`src/rtl/rbm_pkg.sv`:
```
`timescale 1ns/1ps
// Shared types for the discharge rate band monitor.
package rbm_pkg;
    typedef enum logic [2:0] {
        RATE_LOW  = 3'b000,
        RATE_MID  = 3'b001,
        RATE_OVER = 3'b010
    } rate_code_e;
endpackage

```
`src/rtl/rbm_thresholds.sv`:
```
`timescale 1ns/1ps
// rbm_thresholds: derives the half-rate and double-rate band edges from the
// learned capacity. Assumes CMP_W >= CAP_W + 1 so the doubled edge never
// loses its top bit.
module rbm_thresholds #(
    parameter int CAP_W = 16,
    parameter int CMP_W = 17
) (
    input  logic [CAP_W-1:0] cap_full,
    output logic [CMP_W-1:0] half_edge,
    output logic [CMP_W-1:0] dbl_edge
);
    logic [CMP_W-1:0] cap_x;

    // Widen the capacity, then shift it one place each way.
    always_comb begin
        cap_x     = CMP_W'(cap_full);
        half_edge = cap_x >> 1;
        dbl_edge  = cap_x << 1;
    end
endmodule

```
`src/rtl/rbm_band_classify.sv`:
```
`timescale 1ns/1ps
// rbm_band_classify: compares the widened current against both edges and
// picks the band code. Assumes the edges come from rbm_thresholds. A current
// equal to the doubled edge stays in the middle band.
module rbm_band_classify
    import rbm_pkg::*;
#(
    parameter int CMP_W = 17
) (
    input  logic [CMP_W-1:0] cur_x,
    input  logic [CMP_W-1:0] half_edge,
    input  logic [CMP_W-1:0] dbl_edge,
    output logic             above_dbl,
    output rate_code_e       code_next
);
    // Band decision: strict greater-than at the top edge, at-least at the bottom.
    always_comb begin
        above_dbl = (cur_x > dbl_edge);
        if (above_dbl)
            code_next = RATE_OVER;
        else if (cur_x >= half_edge)
            code_next = RATE_MID;
        else
            code_next = RATE_LOW;
    end
endmodule

```
`src/rtl/rbm_overload_hold.sv`:
```
`timescale 1ns/1ps
// rbm_overload_hold: sets the overload flag while the current is above the
// doubled edge. After the excess ends it keeps the flag for HOLD_TICKS
// timebase ticks. Any excess restarts the count. Assumes tick is a
// single-cycle strobe.
module rbm_overload_hold #(
    parameter int HOLD_TICKS = 32,
    localparam int CNT_W = $clog2(HOLD_TICKS + 1)
) (
    input  logic clk,
    input  logic rst_n,
    input  logic above_dbl,
    input  logic tick,
    output logic ovld_q
);
    localparam logic [CNT_W-1:0] LAST = CNT_W'(HOLD_TICKS - 1);

    logic [CNT_W-1:0] hold_cnt;

    // Flag and hold counter: excess restarts, ticks advance, the last tick clears.
    always_ff @(posedge clk) begin
        if (!rst_n) begin
            ovld_q   <= 1'b0;
            hold_cnt <= '0;
        end else if (above_dbl) begin
            ovld_q   <= 1'b1;
            hold_cnt <= '0;
        end else if (ovld_q && tick) begin
            if (hold_cnt == LAST) begin
                ovld_q   <= 1'b0;
                hold_cnt <= '0;
            end else begin
                hold_cnt <= hold_cnt + 1'b1;
            end
        end
    end
endmodule

```
`src/rtl/rate_band_monitor.sv`:
```
`timescale 1ns/1ps
// rate_band_monitor: top level. Classifies the discharge current against
// bands scaled from the learned capacity, registers the band code, holds an
// overload flag and drives the end-of-discharge sampling inhibit.
// Assumes current and capacity are in the same units.
module rate_band_monitor
    import rbm_pkg::*;
#(
    parameter int CUR_W      = 16,
    parameter int CAP_W      = 16,
    parameter int HOLD_TICKS = 32
) (
    input  logic             clk,
    input  logic             rst_n,
    input  logic [CUR_W-1:0] cur_mag,
    input  logic [CAP_W-1:0] cap_full,
    input  logic             tick,
    output logic [2:0]       rate_code,
    output logic             ovld,
    output logic             edv_inhibit
);
    localparam int CMP_W = (CUR_W > CAP_W + 1) ? CUR_W : CAP_W + 1;

    logic [CMP_W-1:0] half_edge;
    logic [CMP_W-1:0] dbl_edge;
    logic [CMP_W-1:0] cur_x;
    logic             above_dbl;
    rate_code_e       code_next;
    rate_code_e       code_q;
    logic             ovld_q;

    // Widen the current to the comparison width.
    always_comb cur_x = CMP_W'(cur_mag);

    rbm_thresholds #(.CAP_W(CAP_W), .CMP_W(CMP_W)) i_thr (
        .cap_full (cap_full),
        .half_edge(half_edge),
        .dbl_edge (dbl_edge)
    );

    rbm_band_classify #(.CMP_W(CMP_W)) i_cls (
        .cur_x    (cur_x),
        .half_edge(half_edge),
        .dbl_edge (dbl_edge),
        .above_dbl(above_dbl),
        .code_next(code_next)
    );

    rbm_overload_hold #(.HOLD_TICKS(HOLD_TICKS)) i_hold (
        .clk      (clk),
        .rst_n    (rst_n),
        .above_dbl(above_dbl),
        .tick     (tick),
        .ovld_q   (ovld_q)
    );

    // Band code register.
    always_ff @(posedge clk) begin
        if (!rst_n) code_q <= RATE_LOW;
        else        code_q <= code_next;
    end

    // Output drive: the inhibit also covers the first cycle of an excess.
    always_comb begin
        rate_code   = code_q;
        ovld        = ovld_q;
        edv_inhibit = ovld_q | above_dbl;
    end
endmodule

```
`config.mk`:
```
export PLATFORM = sky130hd
export DESIGN_NAME = rate_band_monitor
export DESIGN_NICKNAME = d
export VERILOG_FILES = /design/src/rtl/rbm_pkg.sv /design/src/rtl/rbm_thresholds.sv /design/src/rtl/rbm_band_classify.sv /design/src/rtl/rbm_overload_hold.sv /design/src/rtl/rate_band_monitor.sv
export SDC_FILE = /design/constraint.sdc
export NUM_CORES = 1
export LEC_CHECK = 0
export ABC_AREA = 1
export BUFFER_PORTS_ARGS = -buffer_cell sky130_fd_sc_hd__buf_2
export CAP_MARGIN = 5
export CORE_MARGIN = 2
export CORE_UTILIZATION = 51
export DETAILED_ROUTE_END_ITERATION = 6
export MAX_ROUTING_LAYER = met4
export PLACE_DENSITY = 0.8
export SYNTH_ARGS = -nofsm -noshare
export SYNTH_HDL_FRONTEND = slang
export SYNTH_SLANG_ARGS = --single-unit
```
`constraint.sdc`:
```
create_clock -name clk -period 1.7 [get_ports clk]
set_clock_uncertainty 0.05 [all_clocks]
set_input_delay 0.085 -clock clk [delete_from_list [all_inputs] [get_ports clk]]
set_output_delay 0.085 -clock clk [all_outputs]
set_load 0.01 [all_outputs]
```
==> results of run 1 <==
==> area by class of cell <==
cell class / count / share of cell area [%]
timing repair buffer: 38 / 12.8
sequential: 9 / 12.1
multi-input combinational: 135 / 61.5
inverter: 37 / 9.44
tap: 28 / 2.36
clock buffer: 4 / 1.77
==> layout by cell type, fill, tap and decap left out <==
| cell | n |
|---|---|
| nand2_1 | 43 |
| buf_2 | 38 |
| inv_1 | 34 |
| ha_1 | 31 |
| nor2_1 | 15 |
| a21oi_1 | 10 |
| dfxtp_1 | 9 |
| nor2_2 | 8 |
| o21ai_0 | 5 |
| nand3_1 | 4 |
| nand2_2 | 3 |
| clkbuf_4 | 3 |
| inv_2 | 2 |
| nand2_4 | 2 |
| nand3_2 | 2 |
| a21o_1 | 1 |
| nor3_4 | 1 |
| nor3_1 | 1 |
| clkinv_2 | 1 |
| a31o_2 | 1 |
| nand4_2 | 1 |
| o31ai_1 | 1 |
| nand4_1 | 1 |
| o21bai_1 | 1 |
| o21a_1 | 1 |
| xnor2_1 | 1 |
| xor2_1 | 1 |
| conb_1 | 1 |
| clkbuf_1 | 1 |
==> worst paths after layout <==
path                              startpoint                              end  cells past startpoint
max                             cap_full[11]                      edv_inhibit                     12
min                                    rst_n       i_hold.ovld_q$_SDFFE_PN0P_                      3
max reg2reg  i_hold.hold_cnt[0]$_SDFFE_PP0P_  i_hold.hold_cnt[3]$_SDFFE_PP0P_                      6
min reg2reg       i_hold.ovld_q$_SDFFE_PN0P_       i_hold.ovld_q$_SDFFE_PN0P_                      2
==> state kept, by name, summed over array words and instances, names as in the netlist <==
| register | cells |
|---|---|
| i_hold.hold_cnt | 6 |
| i_hold.ovld_q | 1 |
| rate_code | 2 |
==> critical path, delay by kind of cell <==
family | cells | cell delay [ps]
adder cells (fa/ha/maj) | 1 | 290
buffers and inverters | 4 | 290
AND/OR/NAND/NOR | 7 | 570
==> routing by layer <==
metal | share of wire (%) | vias to the layer above | wire, um
met4 | 2.0 | 0 | 45
li1 | - | 658 | -
met3 | 4.5 | 5 | 100
met5 | 0 | - | 0
met2 | 47 | 31 | 1030
met1 | 47 | 496 | 1030
==> cell families (layout without fill, tap and decap cells) <==
family                   after synthesis  in the layout
AND/OR/NAND/NOR                       81             81
buffers and inverters                 38             79
adder cells (fa/ha/maj)               31             31
AO/OA/AOI/OAI                         20             20
flip-flops                             9              9
XOR/XNOR                               2              2
other                                  1              1
==> through the flow <==
step | instance area (sq um) | worst slack [ps] | utilization, %
finish | 1480 | 325 | 65.8
global route | 1480 | 179 | 65.8
CTS | 1480 | 313 | 65.8
detailed placement | 1460 | 304 | 64.7
global placement | 1460 | 307 | 64.7
floorplan | 1240 | 483 | -
==> power by group through the flow <==
| stage | Clock (uW) | Sequential (uW) | Combinational (uW) |
|---|---|---|---|
| final | 157 | 226 | 263 |
| after global routing | 173 | 227 | 311 |
| after CTS | 163 | 226 | 268 |
| after detailed placement | 0 | 231 | 266 |
| after global placement | 0 | 230 | 261 |
| after floorplan | 0 | 232 | 174 |
==> run_results.csv, run 1 <==
group,metric,value,unit
sta,finalSetupTns,0,ps
floorplanning,core_area,2250,sq um
floorplanning,ios,40,
sta,finalCriticalPeriod,1380,ps
run,cap_violations,0,
final_layout,nFillCells,234,
grt,grt_max_degree,8,
final_layout,fin_nets,290,
placed_design,place_congestion,0.775,
grt,gr-usage-met2,34.0,%
power_and_ir_drop,p_int,425,uW
synth,synth_edf_count,0,
floorplanning,fp.dieW,53.3,um
sta,setup_viol_count_final,0,
placed_design,io_buffers,38,
synth,synth_adder_area_share,31.3,%
floorplanning,rows,17,
clock_network,cts_tree,"done",
clock_network,clock_sinks,9,
final_layout,area_growth,19.7,%
synth,synth.cell_area,1240,sq um
clock_network,clkLatencyLatePin,250,ps
power_and_ir_drop,pwr-share-seq,35.0,%
final_layout,diodes,0,
power_and_ir_drop,pwr-share-clk,24.3,%
synth,muxShareOfSynthArea,0,%
sta,fmax,0.727,GHz
sta,rsz0062_at_grt,"false",
synth,yosys.area_share.xor_xnor,1.41,%
floorplanning,dieArea,2840,sq um
synth,syn_area_per_cell,6.81,sq um
grt,grt.total_usage,19.4,%
grt,grt_pass1_wl,4.01,mm
critical_path,cpMostUsedCell,"nand2_1",
final_layout,layout-drive-gt1-share,27.8,%
synth,dominantRegCellSynth,"dfxtp_1",
clock_network,clkTransAtPathRegs,60,ps
clock_network,numCtsBuffers,3,
critical_path,critPathKind,"input port to output pin",
worst_hold_path,hold_path_class,"input port to register",
critical_path,cp.arrival,1240,ps
final_layout,fin_cells,251,
grt,antenna_found_initial,0,
routing,drt_iter0_drc,9,
synth,synth_cells,182,
synth,synthTopCellsByArea,"ha_1, dfxtp_1, nand2_1, inv_1, nor2_1",
power_and_ir_drop,p_sw,222,uW
sta,finalHoldViolCount,0,
critical_path,slowest_stage,"ha_1",
floorplanning,die-height,53.3,um
synth,synth-compound-area-share,9.18,%
final_layout,multi_input_area,912,sq um
synth,ys_seq_elements,9,
critical_path,required,1560,ps
routing,via_per_inst,4.74,
final_layout,layout.area.seq,180,sq um
power_and_ir_drop,power,647,uW
grt,grt-ovfl-total,0,
critical_path,slowest_delay,290,ps
synth,yosys.area_share.simple,31.4,%
power_and_ir_drop,ir_drop,0.291,mV
placed_design,dp_hpwl,2.01,mm
sta,timing.hold.ws,83.7,ps
synth,synth_top_family_by_area,"simple AND/OR/NAND/NOR gates",
synth,synthMostInstantiatedCell,"nand2_1",
clock_network,cts-hold-fix-buffers,0,
power_and_ir_drop,pwr-share-comb,40.7,%
synth,synth.top_cells.by_count,"nand2_1, inv_1, ha_1, nor2_1, a21oi_1",
critical_path,start_kind,"input port",
power_and_ir_drop,p_leak,0.000895,uW
routing,first_pass_iters,4,
grt,use_met1,22.1,%
synth,async_flop_share,0,%
clock_network,cts_root_buf,"clkbuf_4",
power_and_ir_drop,cellPowerDensity,436,nW/um^2
routing,wire_per_inst,8.80,um
placed_design,dp_cells,247,
synth,ys_warn_count,0,
routing,drt_wl_total,2.21,mm
sta,finalCritPeriodShare,80.9,%
floorplanning,start_util,55.0,%
clock_network,post_cts_buffers,0,
clock_network,h-tree-depth,1,
routing,ant_nets,0,
critical_path,end_kind,"output pin",
sta,final_max_slew_viol_count,0,
routing,dr_total_vias,1190,
synth,ys_types,27,
power_and_ir_drop,swShare,34.3,%
critical_path,reg2reg_setup_slack,370,ps
synth,syn-num-nets,248,
outcome,status,"complete, no violations",
routing,route.detailed.drc,0,
clock_network,post_cts_resized,0,
grt,use_met3,2.54,%
clock_network,cts_buffer_depth,2,
grt,grt_pass1_vias,1069,
grt,top_usage_layer,"met2",
synth,synth_top_area_share,31.3,%
critical_path,worstPathMaxFanout,2,
synth,yosysTopAreaCell,"ha_1",
synth,yosysSeqAreaShare,14.5,%
critical_path,path_cells,"buf_2, inv_1, ha_1, nand2_1, inv_2, nand3_2, nor3_4, nand2_1, nand2_2, nand2_2, nand2_1, buf_2",
(Power assumes the default switching activity.)
==> run 2, diff against run 1 <==
ABC_AREA = 0   (was 1)
CORE_UTILIZATION = 50   (was 51)
clock period = 1.4 ns   (was 1.7 ns; I/O delays follow)
==> run 2 against run 1 <==
  * The run now ends with negative setup slack left
  * Worst hold slack got worse by 8.9 ps
  * Global-route usage is 9.0 points higher
  * Final cell count fell by 2.4%
  * First-iteration DRC count grew to 4.4 times the previous value
  * Largest cell class unchanged
  * Highest routed layer unchanged
==> run_results.csv, run 2 <==
group,metric,value,unit
floorplanning,ios,40,
critical_path,path_cells,"buf_6, inv_2, ha_4, nand4_1, nor4_4, and3_1, a31oi_2, or2_1, buf_2",
outcome,failed_checks,"negative setup slack",
run,cap_violations,0,
floorplanning,fp.dieW,52.2,um
final_layout,diodes,0,
sta,final_max_slew_viol_count,0,
routing,drt_wl_total,4.65,mm
synth,synth_top_area_share,33.3,%
placed_design,io_buffers,38,
placed_design,dp_hpwl,2.63,mm
power_and_ir_drop,cellPowerDensity,520,nW/um^2
synth,yosysSeqAreaShare,15.5,%
synth,synth.cell_area,1160,sq um
routing,ant_nets,0,
clock_network,clock_sinks,9,
sta,fmax,0.541,GHz
routing,first_pass_iters,4,
worst_hold_path,min_from,"rst_n",
synth,syn_area_per_cell,8.56,sq um
sta,rsz0062_at_grt,"true",
final_layout,final_util,91.2,%
final_layout,layout-drive-gt1-share,53.5,%
final_layout,fin_nets,284,
critical_path,slowest_delay,410,ps
grt,grt_pass1_vias,1419,
synth,synthTopCellsByArea,"ha_1, dfxtp_1, nand3_1, inv_1, a21oi_1",
routing,wl_met2,2.39,mm
routing,wire_per_inst,19.0,um
synth,synthMostInstantiatedCell,"ha_1",
clock_network,clkTransAtPathRegs,70,ps
routing,drt_iter0_drc,40,
sta,setup_ws,-448,ps
power_and_ir_drop,pwr-share-comb,54.0,%
sta,finalSetupTns,-1840,ps
clock_network,cts_tree,"done",
clock_network,cts-hold-fix-buffers,0,
critical_path,worstPathMaxFanout,3,
worst_hold_path,min_path_cells,2,
grt,grt_pass1_wl,5.71,mm
final_layout,layout_common_cells,"buf_4, buf_2, ha_1, nand3_1, buf_6",
synth,synth_cells,136,
synth,synth_edf_count,0,
routing,via_per_inst,5.90,
floorplanning,core_area,2210,sq um
final_layout,nFillCells,84,
critical_path,required,1280,ps
sta,finalCriticalPeriod,1850,ps
outcome,status,"finished with violations",
power_and_ir_drop,pwr-share-clk,20.2,%
floorplanning,start_util,52.6,%
synth,syn-num-nets,202,
synth,ys_types,39,
synth,ys_warn_count,0,
routing,drt-met1-wl,1.71,mm
power_and_ir_drop,ir_drop,0.609,mV
power_and_ir_drop,p_leak,0.000969,uW
critical_path,rr_startpoint,"i_hold.hold_cnt[1]$_SDFFE_PP0P_",
clock_network,h-tree-depth,1,
synth,ys_seq_elements,9,
grt,antenna_found_initial,0,
placed_design,place_congestion,0.871,
clock_network,numCtsBuffers,3,
synth,yosysTopAreaCell,"ha_1",
final_layout,top_register,"i_hold.hold_cnt",
final_layout,area_growth,73.3,%
sta,setup_viol_count_final,10,
power_and_ir_drop,swShare,35.5,%
critical_path,slowest_stage,"nor4_4",
synth,async_flop_share,0,%
critical_path,ff2ff_path_depth,6,
final_layout,largest_reg_flops,6,
routing,route.detailed.drc,0,
critical_path,r2r_end,"i_hold.hold_cnt[0]$_SDFFE_PP0P_",
worst_hold_path,hold_end,"i_hold.ovld_q$_SDFFE_PN0P_",
final_layout,finalInstanceArea,2020,sq um
floorplanning,dieArea,2730,sq um
clock_network,clkLatencyLatePin,270,ps
grt,grt-ovfl-total,0,
final_layout,layout.area.seq,180,sq um
floorplanning,rows,17,
grt,grt_max_degree,8,
placed_design,place_area,1720,sq um
critical_path,end_kind,"output pin",
critical_path,reg2reg_setup_slack,10,ps
power_and_ir_drop,p_int,676,uW
worst_hold_path,hold_path_class,"input port to register",
routing,dr.max_layer_used,"met4",
routing,wl_met3,309,um
floorplanning,die-height,52.2,um
critical_path,cp.arrival,1730,ps
power_and_ir_drop,pwr-share-seq,25.8,%
routing,dr_total_vias,1446,
final_layout,multi_input_area,1110,sq um
critical_path,start_kind,"input port",
grt,grt.total_usage,28.4,%
sta,worst_pin_slew,565,ps
sta,finalHoldViolCount,0,
clock_network,cts_buffer_depth,2,
synth,dominantRegCellSynth,"dfxtp_1",
placed_design,dp_worst_setup_slack,-423,ps
critical_path,critPathKind,"input port to output pin",
sta,finalCritPeriodShare,132,%
clock_network,cts_root_buf,"clkbuf_4",
sta,max_slew_margin,62.2,%
synth,synth.top_cells.by_count,"ha_1, inv_1, nand3_1, nor2_1, a21oi_1",
power_and_ir_drop,p_sw,373,uW
final_layout,mostFrequentLayoutCell,"buf_4",
power_and_ir_drop,power,1050,uW
## run 2: cell types whose count changed after synthesis, sizes merged, moves of 2 or more
cell	change
nor2	-12
a21o	+2
nor2b	+2
a31oi	+2
nand3	+7
nand4	+3
inv	-19
nand2	-45
o21ai	-2
o211ai	+2
and4	+2
## run 2: layout make-up
cell class | count | share of cell area [%]
flip-flops and latches | 9 | 8.93
multi-input cells | 109 | 54.8
repair buffers | 78 | 29.0
clock buffers | 4 | 1.30
inverters | 17 | 4.16
well taps | 28 | 1.74
## run 2: cells by family (layout without fill, tap and decap cells)
kind of cell               count (synthesis)  in the layout  share of synthesized area [%]
adders and majority gates                 31             31                           33.3
buffers and inverters                     18             99                           6.13
and+or+nand+nor                           47             47                           24.7
AOI/OAI and AO/OA                         26             26                           16.9
xor gates and xnor gates                   3              3                           2.26
DFF                                        9              9                           15.5
muxes                                      1              1                          0.860
other                                      1              1                          0.322
## run 2: repair_timing
| item | in CTS | in global routing |
|---|---|---|
| pin swaps | 9 | 12 |
| gates resized for setup | 14 | 30 |
| buffers inserted | 5 | 4 |
| setup endpoints to repair | 2 | 10 |
## run 2: worst max path at each step
stage | from | to | slack [ps] | cells after the start
2_1_floorplan | cap_full[12] | edv_inhibit | -30 | 7
3_3_place_gp | cap_full[12] | edv_inhibit | -370 | 9
3_5_place_dp | cap_full[12] | edv_inhibit | -420 | 9
4_1_cts | cap_full[12] | edv_inhibit | -240 | 9
5_1_grt | cap_full[7] | edv_inhibit | -480 | 9
6_report | cap_full[5] | edv_inhibit | -450 | 9
## run 2: metrics by stage
step           hold slack [ps]  std cells
2_1_floorplan              137        136
6_report                  74.8        245
5_1_grt                   59.4        245
4_1_cts                   47.5        242
3_3_place_gp               311        233
3_5_place_dp               326        233
## run 2: layer usage
metal  global-route usage, %  vias to the layer above
met5                       -                        -
met4                    4.70                        0
met3                    5.71                       22
met2                    57.4                       82
met1                    27.8                      673
li1                        -                      669
## run 2: power by group through the flow
stage          Sequential (uW)  Combinational (uW)  Clock (uW)
6_report                   271                 566         211
5_1_grt                    271                 603         228
4_1_cts                    270                 474         204
3_5_place_dp               276                 432           0
3_3_place_gp               275                 407           0
2_1_floorplan              283                 225           0
## run 2: critical path: cells and delay by family
| family | cells | cell delay, ps |
|---|---|---|
| compound gates | 1 | 60 |
| fa+ha+maj | 1 | 270 |
| buf+inv | 3 | 260 |
| simple gates | 4 | 1070 |
